===== src/rtl/ea_pkg.sv =====
package ea_pkg;
  localparam int ADDR_W = 12;
  localparam int EFLD_W = 6;

  typedef logic [ADDR_W-1:0] addr_t;
  typedef logic [EFLD_W-1:0] efld_t;

  typedef enum logic [2:0] {
    M_PAGE0   = 3'd0,
    M_PTR0    = 3'd1,
    M_FWD     = 3'd2,
    M_BACK    = 3'd3,
    M_IMMED   = 3'd4,
    M_PTR_REL = 3'd5
  } amode_e;

  typedef enum logic [1:0] {
    K_OPERAND = 2'd0,
    K_JUMP    = 2'd1,
    K_IMMED   = 2'd2
  } rkind_e;

  function automatic addr_t zext_e(input efld_t e);
    return {{(ADDR_W-EFLD_W){1'b0}}, e};
  endfunction

  function automatic addr_t wrap_add(input addr_t p, input efld_t e);
    return p + zext_e(e);
  endfunction

  function automatic addr_t wrap_sub(input addr_t p, input efld_t e);
    return p - zext_e(e);
  endfunction

  function automatic addr_t step_one(input addr_t p);
    return p + addr_t'(1);
  endfunction
endpackage


===== src/rtl/ea_calc.sv =====
module ea_calc
  import ea_pkg::*;
(
  input  logic [2:0] mode_i,
  input  efld_t      efld_i,
  input  addr_t      pc_i,
  input  logic       jump_i,
  output addr_t      addr_o,
  output logic       read_o,
  output rkind_e     kind_o
);
  rkind_e addr_kind;

  assign addr_kind = jump_i ? K_JUMP : K_OPERAND;

  always_comb begin
    addr_o = zext_e(efld_i);
    read_o = 1'b0;
    kind_o = addr_kind;
    case (mode_i)
      M_PAGE0:   addr_o = zext_e(efld_i);
      M_PTR0: begin
        addr_o = zext_e(efld_i);
        read_o = 1'b1;
      end
      M_FWD:     addr_o = wrap_add(pc_i, efld_i);
      M_BACK:    addr_o = wrap_sub(pc_i, efld_i);
      M_PTR_REL: begin
        addr_o = wrap_add(pc_i, efld_i);
        read_o = 1'b1;
      end
      default: begin
        addr_o = zext_e(efld_i);
        kind_o = K_IMMED;
      end
    endcase
  end
endmodule


===== src/rtl/ea_ctrl.sv =====
module ea_ctrl (
  input  logic clk,
  input  logic rst_n,
  input  logic start_i,
  input  logic read_i,
  input  logic mem_valid_i,
  output logic busy_o,
  output logic mem_req_o,
  output logic accept_o,
  output logic fin_now_o,
  output logic fin_mem_o
);
  typedef enum logic {S_IDLE, S_WAIT} st_e;
  st_e st_q;

  assign busy_o    = (st_q == S_WAIT);
  assign mem_req_o = (st_q == S_WAIT);
  assign accept_o  = start_i && (st_q == S_IDLE);
  assign fin_now_o = accept_o && !read_i;
  assign fin_mem_o = (st_q == S_WAIT) && mem_valid_i;

  always_ff @(posedge clk) begin
    if (!rst_n) begin
      st_q <= S_IDLE;
    end else begin
      case (st_q)
        S_IDLE: if (accept_o && read_i) st_q <= S_WAIT;
        S_WAIT: if (mem_valid_i) st_q <= S_IDLE;
        default: st_q <= S_IDLE;
      endcase
    end
  end
endmodule


===== src/rtl/ea_pc.sv =====
module ea_pc
  import ea_pkg::*;
#(
  parameter addr_t RESET_PC = '0
) (
  input  logic  clk,
  input  logic  rst_n,
  input  logic  upd_i,
  input  logic  load_i,
  input  addr_t target_i,
  input  addr_t base_i,
  output addr_t pc_o
);
  always_ff @(posedge clk) begin
    if (!rst_n) begin
      pc_o <= RESET_PC;
    end else if (upd_i) begin
      pc_o <= load_i ? target_i : step_one(base_i);
    end
  end
endmodule


===== src/rtl/ea_unit.sv =====
module ea_unit
  import ea_pkg::*;
#(
  parameter addr_t RESET_PC = '0
) (
  input  logic              clk,
  input  logic              rst_n,
  input  logic              start,
  input  logic [2:0]        mode,
  input  logic [EFLD_W-1:0] e_field,
  input  logic              is_jump,
  input  logic [ADDR_W-1:0] mem_rdata,
  input  logic              mem_valid,
  output logic              mem_req,
  output logic [ADDR_W-1:0] mem_addr,
  output logic              busy,
  output logic              done,
  output logic [ADDR_W-1:0] result,
  output logic [1:0]        result_kind,
  output logic [ADDR_W-1:0] pc
);
  // named internal events
  logic   accept, fin_now, fin_mem, complete;
  addr_t  calc_addr, cmp_target, instr_pc, s_q, res_q, pc_w;
  logic   calc_read;
  rkind_e calc_kind, pend_kind, cmp_kind, kind_q;
  logic   done_q;

  ea_calc u_calc (
    .mode_i (mode),
    .efld_i (e_field),
    .pc_i   (pc_w),
    .jump_i (is_jump),
    .addr_o (calc_addr),
    .read_o (calc_read),
    .kind_o (calc_kind)
  );

  ea_ctrl u_ctrl (
    .clk         (clk),
    .rst_n       (rst_n),
    .start_i     (start),
    .read_i      (calc_read),
    .mem_valid_i (mem_valid),
    .busy_o      (busy),
    .mem_req_o   (mem_req),
    .accept_o    (accept),
    .fin_now_o   (fin_now),
    .fin_mem_o   (fin_mem)
  );

  assign complete   = fin_now || fin_mem;
  assign cmp_kind   = fin_mem ? pend_kind : calc_kind;
  assign cmp_target = fin_mem ? mem_rdata : calc_addr;

  ea_pc #(.RESET_PC(RESET_PC)) u_pc (
    .clk      (clk),
    .rst_n    (rst_n),
    .upd_i    (complete),
    .load_i   (cmp_kind == K_JUMP),
    .target_i (cmp_target),
    .base_i   (fin_mem ? instr_pc : pc_w),
    .pc_o     (pc_w)
  );

  always_ff @(posedge clk) begin
    if (!rst_n) begin
      s_q       <= '0;
      res_q     <= '0;
      kind_q    <= K_OPERAND;
      pend_kind <= K_OPERAND;
      instr_pc  <= '0;
      done_q    <= 1'b0;
    end else begin
      done_q <= complete;
      if (accept) begin
        instr_pc  <= pc_w;
        pend_kind <= calc_kind;
      end
      if (accept && calc_read) begin
        s_q <= calc_addr;
      end else if (complete && cmp_kind != K_IMMED) begin
        s_q <= cmp_target;
      end
      if (complete) begin
        res_q  <= cmp_target;
        kind_q <= cmp_kind;
      end
    end
  end

  assign mem_addr    = s_q;
  assign done        = done_q;
  assign result      = res_q;
  assign result_kind = kind_q;
  assign pc          = pc_w;
endmodule


===== config.mk =====
export PLATFORM = sky130hd
export DESIGN_NAME = ea_unit
export DESIGN_NICKNAME = d
export VERILOG_FILES = /design/src/rtl/ea_pkg.sv /design/src/rtl/ea_calc.sv /design/src/rtl/ea_ctrl.sv /design/src/rtl/ea_pc.sv /design/src/rtl/ea_unit.sv
export SDC_FILE = /design/constraint.sdc
export NUM_CORES = 1
export LEC_CHECK = 0
export BUFFER_PORTS_ARGS = -buffer_cell sky130_fd_sc_hd__buf_2
export CORE_MARGIN = 2
export CORE_UTILIZATION = 45
export DETAILED_ROUTE_END_ITERATION = 6
export PLACE_DENSITY = 0.66
export SYNTH_ARGS = -nofsm -noshare
export SYNTH_HDL_FRONTEND = slang
export SYNTH_HIERARCHICAL = 1
export SYNTH_SLANG_ARGS = --single-unit

===== constraint.sdc =====
create_clock -name clk -period 9.5 [get_ports clk]
set_input_delay 1.9 -clock clk [delete_from_list [all_inputs] [get_ports clk]]
set_output_delay 1.9 -clock clk [all_outputs]
set_load 0.02 [all_outputs]

==> results_dict.tcl, run 1 <==
set metrics [dict create \
    grt_first_pass_wirelength_microns 14400 \
    critPathCapture "u_pc/pc_o[10]$_SDFFE_PN0P_" \
    routabilityCongestion 0.912 \
    clkLatencyLatePin_ns 0.31 \
    cp.arrival_ns 5.48 \
    die_x_microns 95.9 \
    p_sw_mw 0.188 \
    dp.cells 575 \
    vdd_ir_drop_max_mv 0.0993 \
    pwr-share-comb_pct 31.1 \
    r2r_slack_ns 6.48 \
    worstPathCellList "buf_2 -> or3b_2 -> nand2_1 -> mux2_2 -> fa_1 -> a211oi_1 -> o21bai_1 -> a2111oi_0 -> o31a_1 -> nand3_1 -> mux2_2 -> nand2_1 -> nand2_1 -> o21ai_0 -> a21boi_1" \
    crit_path_frequent_cell "nand2_1" \
    swShare_pct 33.4 \
    num-fill-cells 798 \
    firstDrtPassIters 4 \
    period_needed_ns 5.27 \
    postCtsSetupRepairBufs 0 \
    ys_async_sr_fraction_pct 0 \
    fin_skew_ns 0.00999 \
    io_pins 67 \
    fmax_mhz 190 \
    timing.final.crit_share_pct 55.5 \
    cap_violations 0 \
    start_kind "input pin" \
    cp-end-kind "flip-flop" \
    power.density_nw_per_um2 132 \
    required_ns 9.71 \
    crit_type "input pin to flip-flop" \
    cts_resized 0 \
    final_cells 583 \
    reg2regPathDepth 12 \
    critPathLaunch "mode[2]" \
    drt_iter0_drc 110 \
    cts_root_buf "clkbuf_8" \
    syn_area_per_cell_sq_um 8.90 \
    r2r-start "u_pc/pc_o[0]$_SDFFE_PN0P_" \
    tritoncts.num_buffers 5 \
    drive_above_1_share_pct 25.5 \
    rows 33 \
    yosysUniqueCellTypes 68 \
    syn_nets 466 \
    slowest_delay_ns 0.56 \
    p_seq_share_pct 45.0 \
    dpl.hpwl_microns 6640 \
    finalSetupTns_ns 0 \
    hold_viol 0 \
    slowest_stage "a2111oi_0" \
    critPathMaxFanout 5 \
    antenna_cells 0 \
    grt.total_usage_pct 20.0 \
    ant_nets 0 \
    finalPower_mw 0.562 \
    start_util_pct 46.2 \
    timing.rr.end "u_pc/pc_o[10]$_SDFFE_PN0P_" \
    cts_hold_buf 0 \
    antenna_found_initial 0 \
    die_h_microns 95.9 \
    synth_seq_cells 54 \
    final-max-slew-violation-count 0 \
    area_growth_pct 11.9 \
    min-delay-path-class "flip-flop to flip-flop" \
    wire_per_inst_microns 15.3 \
    post-place-ws_ns 3.95 \
    tightest_slew_ns 0.936 \
    clockPowerShare_pct 23.9 \
    seq_area_frac_synth_pct 28.4 \
    rsz0062_at_grt "false" \
    routed_wl_microns 8920 \
    p_int_mw 0.374 \
    remaining_drc_errors 0 \
    numPortBuffers 66 \
    relSlewSlack_pct 37.6 \
    clk_pin_slew_ns 0.10 \
    cts_htree_levels 2 \
    vias 3213 \
    grt_remaining_overflow 0 \
    ys.flop_type "dfxtp_1" \
    synth-edff-count 0 \
    cts_tree "yes" \
    die_area_sq_um 9190 \
    core_area_sq_um 8220 \
    grt_max_degree 58 \
    setup_viol 0 \
    syn_inst 427 \
    p_leak_nw 1.89 \
    status "finished, final reports clean" \
    grt_pass1_vias 3030 \
    fin_ws_ns 4.23 \
    yosysWarningCount 6 \
    clock-sinks 54 \
    viasPerCell 5.51 \
    cts_max_path_buffers 2 \
    syn_area_sq_um 3800 \
    fin_nets 516 \
]
-- cell type report --
cell class	count	area, sq um	area share (%)
flip-flops and latches	54	1080	25.4
clock buffers	7	86.3	2.03
repair buffers	68	345	8.12
inverters	16	62.6	1.47
multi-input cells	332	2540	59.7
clock inverters	1	5.00	0.118
well taps	105	131	3.09
-- sequential cells by signal, indices dropped and copies added (netlist names) --
register	count
u_pc/pc_o	12
u_ctrl/busy_o	1
result	12
done	1
pend_kind	2
instr_pc	12
mem_addr	12
result_kind	2
-- how the worst min path moves through the flow --
stage	depth (start not counted)	to	start	slack [ns]
2_1_floorplan	2	instr_pc[0]$_SDFFE_PN0P_	instr_pc[0]$_SDFFE_PN0P_	0.48
3_3_place_gp	1	mem_addr[4]$_SDFFE_PN0P_	mem_addr[4]$_SDFFE_PN0P_	0.48
3_5_place_dp	1	mem_addr[6]$_SDFFE_PN0P_	mem_addr[6]$_SDFFE_PN0P_	0.48
4_1_cts	1	mem_addr[2]$_SDFFE_PN0P_	mem_addr[2]$_SDFFE_PN0P_	0.51
5_1_grt	1	mem_addr[0]$_SDFFE_PN0P_	mem_addr[0]$_SDFFE_PN0P_	0.53
6_report	1	mem_addr[2]$_SDFFE_PN0P_	mem_addr[2]$_SDFFE_PN0P_	0.50
-- power groups by stage --
stage          clock network [mW]  registers, mW  logic [mW]
2_1_floorplan                   0          0.274       0.113
3_3_place_gp                    0          0.258       0.172
3_5_place_dp                    0          0.259       0.174
4_1_cts                     0.139          0.254       0.175
5_1_grt                     0.150          0.256       0.192
6_report                    0.134          0.253       0.175
-- synthesized netlist by cell type (11+ instances only) --
cell / count / share of area [%]
o21ai_0: 30 / 4.0
a21oi_1: 13 / 1.7
xnor2_1: 14 / 3.2
o211a_1: 14 / 3.7
mux2i_1: 46 / 12
ha_1: 12 / 4.0
nor2_1: 18 / 1.8
mux2_2: 25 / 7.4
inv_1: 15 / 1.5
nand2_1: 30 / 3.0
dfxtp_1: 54 / 28
clkbuf_1: 12 / 1.2
nor2b_1: 37 / 6.1
nand3_1: 11 / 1.4
-- cells in the final DEF, fill, tap and decap left out, types with 4 or more instances in the layout --
| master | count |
|---|---|
| inv_1 | 15 |
| mux2i_1 | 46 |
| nand2_1 | 30 |
| nand2b_1 | 4 |
| nor2b_1 | 37 |
| o211a_1 | 14 |
| clkbuf_8 | 6 |
| a21oi_1 | 13 |
| nand3_1 | 11 |
| xor2_1 | 7 |
| o21ai_0 | 29 |
| ha_1 | 12 |
| mux2_2 | 25 |
| buf_2 | 66 |
| dfxtp_1 | 54 |
| nor2_1 | 18 |
| xnor2_1 | 14 |
-- metrics by stage --
stage | hold WS (ns) | util (%) | cell area (sq um)
CTS | 0.510 | 51.7 | 4250
detailed placement | 0.485 | 50.6 | 4160
finish | 0.502 | 51.7 | 4250
global route | 0.527 | 51.7 | 4250
global placement | 0.478 | 50.6 | 4160
floorplan | 0.477 | - | 3800
-- per-layer routing --
metal	vias to the layer above	global-route usage, %	wire (microns)
li1	1617	-	-
met1	1512	25.9	4180
met2	70	33.2	4180
met5	-	0	0
met4	0	6.43	146
met3	14	4.39	410
-- cell families (layout without fill, tap and decap cells) --
group | Yosys count | count (layout) | synth area share, %
multiplexers | 71 | 71 | 19.5
AND/OR/NAND/NOR | 130 | 130 | 19.3
adder cells (fa/ha/maj) | 15 | 15 | 5.00
XOR/XNOR | 21 | 21 | 4.84
flip-flops | 54 | 54 | 28.4
AO/OA/AOI/OAI | 95 | 95 | 18.1
buffers and inverters | 41 | 92 | 4.74
-- worst max-delay path, delay by kind of cell --
kind,cells,cell delay (ns)
buf+inv,1,0.13
compound gates,6,1.36
mux,2,0.68
simple gates,5,0.96
fa+ha+maj,1,0.46
(Power assumes the default switching activity.)
==> run 2: changes to the inputs <==
--- a/config.mk
+++ b/config.mk
@@ -5,11 +5,12 @@
 export SDC_FILE = /design/constraint.sdc
 export NUM_CORES = 1
 export LEC_CHECK = 0
+export ABC_AREA = 1
 export BUFFER_PORTS_ARGS = -buffer_cell sky130_fd_sc_hd__buf_2
 export CORE_MARGIN = 2
 export CORE_UTILIZATION = 45
 export DETAILED_ROUTE_END_ITERATION = 6
-export PLACE_DENSITY = 0.66
+export PLACE_DENSITY = 0.69
 export SYNTH_ARGS = -nofsm -noshare
 export SYNTH_HDL_FRONTEND = slang
 export SYNTH_HIERARCHICAL = 1
==> constraint.sdc (replaced) <==
create_clock -name clk -period 4.7 [get_ports clk]
set_input_delay 0.94 -clock clk [delete_from_list [all_inputs] [get_ports clk]]
set_output_delay 0.94 -clock clk [all_outputs]
set_load 0.02 [all_outputs]
==> results_dict.tcl, run 2 <==
set metrics [dict create \
    slowest_stage "ha_1" \
    dpl.hpwl_microns 7530 \
    postCtsSetupRepairBufs 0 \
    rows 33 \
    crit_cells 26 \
    synth_seq_cells 54 \
    drt_iter0_drc 184 \
    slowest_delay_ns 0.36 \
    crit_buf_inv 5 \
    cp.arrival_ns 3.69 \
    antenna_cells 0 \
    clkLatencyLatePin_ns 0.30 \
    antenna_found_initial 0 \
    viasPerCell 4.98 \
    vdd_ir_drop_max_mv 0.127 \
    io_pins 67 \
    start_util_pct 46.3 \
    clock-sinks 54 \
    crit_type "input pin to flip-flop" \
    syn_area_sq_um 3780 \
    grt_first_pass_wirelength_microns 16400 \
    cp_top_family "simple AND/OR/NAND/NOR gates" \
    routabilityCongestion 0.940 \
    yosysMostFrequentCell "nand2_1" \
    period_needed_ns 3.45 \
    remaining_drc_errors 0 \
    power.density_nw_per_um2 305 \
    cts_tree "yes" \
    final_cells 756 \
    p_leak_nw 2.20 \
    seq_area_frac_synth_pct 28.6 \
    grt_remaining_overflow 0 \
    area_growth_pct 11.4 \
    synthTopCellsByArea "dfxtp_1 (29%), nand2_1 (15%), nor2_1 (8.6%), inv_1 (6.8%), a21oi_1 (5.4%)" \
    start_kind "input pin" \
    syn_nets 637 \
    numPortBuffers 66 \
    yosysWarningCount 6 \
    critPathMaxFanout 8 \
    fin_util_pct 51.5 \
    required_ns 4.93 \
    hold_viol 0 \
    yosysUniqueCellTypes 39 \
    grt.total_usage_pct 22.5 \
    setup_viol 0 \
    grt_max_degree 51 \
    cts_htree_levels 2 \
    final-max-slew-violation-count 0 \
    fmax_mhz 289 \
    clk_pin_slew_ns 0.10 \
    final_cell_mix "nand2_1 (148), nor2_1 (87), inv_1 (68)" \
    place_area_sq_um 4120 \
    synth_common_cells "nand2_1 (148), nor2_1 (87), inv_1 (68)" \
    finalSetupTns_ns 0 \
    status "finished, final reports clean" \
    vias 3764 \
    synth-edff-count 0 \
    cts_max_path_buffers 2 \
    syn_inst 598 \
    syn_area_per_cell_sq_um 6.32 \
    final_common_cell "nand2_1" \
    reg2regPathDepth 12 \
    post-place-ws_ns 1.02 \
    drive_above_1_share_pct 20.6 \
    timing.final.crit_share_pct 73.5 \
    ant_nets 0 \
    hold-path-cell-count 2 \
    design_area_sq_um 4210 \
    r2r-start "u_ctrl/busy_o$_SDFF_PN0_" \
    die_h_microns 95.7 \
    tightest_slew_ns 1.03 \
    critPathLaunch "mode[1]" \
    grt_pass1_vias 3566 \
    die_x_microns 95.7 \
    core_area_sq_um 8180 \
    tritoncts.num_buffers 5 \
    routed_wl_microns 9850 \
    cts_resized 0 \
    firstDrtPassIters 4 \
    ys_async_sr_fraction_pct 0 \
    fin_ws_ns 1.25 \
    die_area_sq_um 9150 \
    cts_root_buf "clkbuf_8" \
    min_from "result_kind[0]$_SDFFE_PN0P_" \
    min-delay-path-class "flip-flop to flip-flop" \
    cp-end-kind "flip-flop" \
    cap_violations 0 \
    fin_skew_ns 0.00717 \
    yosys.area.top_type "dfxtp_1" \
    wire_per_inst_microns 13.0 \
    dp.cells 748 \
    rsz0062_at_grt "false" \
    relSlewSlack_pct 31.4 \
    cts_hold_buf 0 \
    ys.flop_type "dfxtp_1" \
    fin_nets 689 \
    synth_top_area_share_pct 28.6 \
]
==> run 2: stage by stage <==
step | total power, mW | hold slack, ns
after global routing | 1.38 | 0.499
after detailed placement | 1.02 | 0.463
final | 1.29 | 0.472
after global placement | 1.02 | 0.454
after CTS | 1.30 | 0.478
after floorplan | 0.903 | 0.463
==> run 2: final timing paths <==
path / to / slack (ns)
setup reg to reg: u_pc/pc_o[9]$_SDFFE_PN0P_ / 2.12
setup / recovery: u_pc/pc_o[11]$_SDFFE_PN0P_ / 1.25
hold / removal: result_kind[0]$_SDFFE_PN0P_ / 0.47
hold reg to reg: result_kind[0]$_SDFFE_PN0P_ / 0.47
==> run 2: kinds of logic (layout without fill, tap and decap cells) <==
group                      Yosys count  in the layout  synth area share, %
and+or+nand+nor                    306            306                 36.1
AOI/OAI and AO/OA                  111            111                 16.3
buffers and inverters              103            156                 11.9
DFF                                 54             54                 28.6
adders and majority gates           13             13                 4.50
xor gates and xnor gates            11             11                 2.55
==> run 2: power by group <==
part / switching [mW] / leakage [nW] / internal [mW]
Combinational: 0.316 / 1.71 / 0.165
Sequential: 0.0325 / 0.446 / 0.503
Clock: 0.152 / 0.0472 / 0.119
Total: 0.500 / 2.20 / 0.786
==> run 2: layout make-up <==
class	instances	area, sq um
Timing Repair Buffer	69	353
Clock buffer	6	82.6
Multi-Input combinational cell	441	2250
Fill cell	893	3960
Sequential cell	54	1080
Inverter	79	304
Tap cell	105	131
Clock inverter	2	12.5
==> run 2: layer usage <==
metal	routed length [microns]	track usage, %	up-vias	share of wire [%]
met2	4580	39.6	89	46
met3	497	2.53	8	5.0
li1	-	-	1985	-
met1	4660	29.5	1682	47
met4	117	5.12	0	1.2
met5	0	0	-	0
==> run 2: worst reg2reg max path, delay by kind of cell, from the launching register on <==
family                 cells  cell delay, ns
buffers and inverters      4            1.34
AND/OR/NAND/NOR            7            0.59
flip-flops                 1            0.45
AO/OA/AOI/OAI              1            0.12
==> run 3: changes to the inputs <==
--- a/config.mk
+++ b/config.mk
@@ -10,7 +10,7 @@
 export CORE_MARGIN = 2
 export CORE_UTILIZATION = 45
 export DETAILED_ROUTE_END_ITERATION = 6
-export PLACE_DENSITY = 0.69
+export PLACE_DENSITY = 0.66
 export SYNTH_ARGS = -nofsm -noshare
 export SYNTH_HDL_FRONTEND = slang
 export SYNTH_HIERARCHICAL = 1
==> constraint.sdc (replaced) <==
create_clock -name clk -period 3.4 [get_ports clk]
set_input_delay 0.68 -clock clk [delete_from_list [all_inputs] [get_ports clk]]
set_output_delay 0.68 -clock clk [all_outputs]
set_load 0.02 [all_outputs]
==> results_dict.tcl, run 3 (same netlist as run 2, synthesis figures left out) <==
set metrics [dict create \
    reg2regPathDepth 11 \
    cp-end-kind "flip-flop" \
    ant_nets 0 \
    finalSetupTns_ns 0 \
    drt_iter0_drc 206 \
    critPathMaxFanout 8 \
    cp.arrival_ns 3.31 \
    tightest_slew_ns 0.989 \
    p_sw_mw 0.723 \
    final_cells 757 \
    cp_top_family "simple AND/OR/NAND/NOR gates" \
    crit_cells 26 \
    fin_skew_ns 0.00652 \
    remaining_drc_errors 0 \
    grt_first_pass_wirelength_microns 16600 \
    postCtsSetupRepairBufs 0 \
    core_area_sq_um 8180 \
    required_ns 3.65 \
    vias 3781 \
    start_kind "input pin" \
    pwr-share-comb_pct 35.7 \
    antenna_found_initial 0 \
    timing.rr.end "u_pc/pc_o[10]$_SDFFE_PN0P_" \
    final-max-slew-violation-count 0 \
    finalPower_mw 1.87 \
    firstDrtPassIters 5 \
    min-delay-path-class "flip-flop to flip-flop" \
    cts_tree "yes" \
    swShare_pct 38.6 \
    cts_max_path_buffers 2 \
    viasPerCell 4.99 \
    hold-path-cell-count 2 \
    dp.cells 749 \
    final_common_cell "nand2_1" \
    r2r_slack_ns 0.63 \
    final_cell_mix "nand2_1 (148), nor2_1 (87), inv_1 (68)" \
    slowest_stage "ha_1" \
    cts_root_buf "clkbuf_8" \
    tritoncts.num_buffers 5 \
    clock-sinks 54 \
    crit_buf_inv 5 \
    min_from "result_kind[0]$_SDFFE_PN0P_" \
    routed_wl_microns 9790 \
    seq_area_sq_um 1080 \
    start_util_pct 46.3 \
    relSlewSlack_pct 33.8 \
    setup_viol 0 \
    cap_violations 0 \
    fmax_mhz 326 \
    grt.total_usage_pct 22.9 \
    p_leak_nw 2.22 \
    p_seq_share_pct 39.5 \
    slowest_delay_ns 0.35 \
    routabilityCongestion 0.934 \
    p_int_mw 1.15 \
    power.density_nw_per_um2 440 \
    wire_per_inst_microns 12.9 \
    numPortBuffers 66 \
    drive_above_1_share_pct 20.9 \
    period_needed_ns 3.06 \
    die_h_microns 95.7 \
    clkLatencyLatePin_ns 0.31 \
    clk_pin_slew_ns 0.11 \
    multiInputGateArea_sq_um 2260 \
    fin_util_pct 52.0 \
    grt_remaining_overflow 0 \
    fin_nets 690 \
    die_area_sq_um 9150 \
    crit_type "input pin to flip-flop" \
    dpl.hpwl_microns 7430 \
    rsz0062_at_grt "false" \
    status "finished, final reports clean" \
    grt_pass1_vias 3593 \
    hold_end "result_kind[0]$_SDFFE_PN0P_" \
    hold_viol 0 \
    timing.final.crit_share_pct 90.1 \
    cts_htree_levels 2 \
    rows 33 \
    num-fill-cells 874 \
    die_x_microns 95.7 \
    io_pins 67 \
    clockPowerShare_pct 24.8 \
    antenna_cells 0 \
    vdd_ir_drop_max_mv 0.260 \
    area_growth_pct 12.5 \
    grt_max_degree 51 \
    r2r-start "u_ctrl/busy_o$_SDFF_PN0_" \
]
[run 3: layout make-up]
cell class,instances,area share (%)
Clock buffer,5,1.62
Inverter,79,7.15
Multi-Input combinational cell,441,53.1
Timing Repair Buffer,70,8.47
Tap cell,105,3.09
Clock inverter,3,1.12
Sequential cell,54,25.4
[run 3: repair_timing]
| item | in CTS | in global routing |
|---|---|---|
| hold buffers | 0 | 0 |
| endpoints found under the setup margin | 0 | 2 |
| gates resized for setup | 0 | 2 |
[run 3: worst max-delay path by stage]
stage | from | to | slack (ns)
after CTS | mode[1] | u_pc/pc_o[11]$_SDFFE_PN0P_ | 0.40
after floorplan | mode[1] | u_pc/pc_o[9]$_SDFFE_PN0P_ | 0.48
after global placement | mode[1] | u_pc/pc_o[11]$_SDFFE_PN0P_ | 0.08
final | mode[1] | u_pc/pc_o[11]$_SDFFE_PN0P_ | 0.34
after detailed placement | mode[1] | u_pc/pc_o[11]$_SDFFE_PN0P_ | 0.07
after global routing | mode[1] | u_pc/pc_o[11]$_SDFFE_PN0P_ | 0.01
[run 3: per-stage QoR]
step / setup WS [ns] / hold WS, ns / instance area [sq um]
3_3_place_gp: 0.0849 / 0.454 / 4130
3_5_place_dp: 0.0677 / 0.457 / 4130
5_1_grt: 0.0135 / 0.484 / 4250
2_1_floorplan: 0.480 / 0.463 / 3780
4_1_cts: 0.397 / 0.474 / 4240
6_report: 0.336 / 0.480 / 4250
[run 3: worst reg2reg max path, delay by kind of cell (launching register included)]
family / cells / cell delay, ns
and+or+nand+nor: 7 / 1.42
buffers and inverters: 3 / 0.82
DFF: 1 / 0.37
AOI/OAI and AO/OA: 1 / 0.05
[run 3: power by group through the flow]
stage / Clock (mW) / Combinational (mW) / Sequential (mW)
detailed placement: 0 / 0.662 / 0.755
floorplan: 0 / 0.441 / 0.808
global placement: 0 / 0.657 / 0.753
finish: 0.465 / 0.668 / 0.740
CTS: 0.477 / 0.666 / 0.740
global route: 0.496 / 0.759 / 0.749
[run 3: metal layers]
layer / wire (microns) / track usage (%)
met5: 0 / 0
met3: 469 / 2.69
met2: 4640 / 39.8
met4: 49 / 4.17
met1: 4630 / 30.7
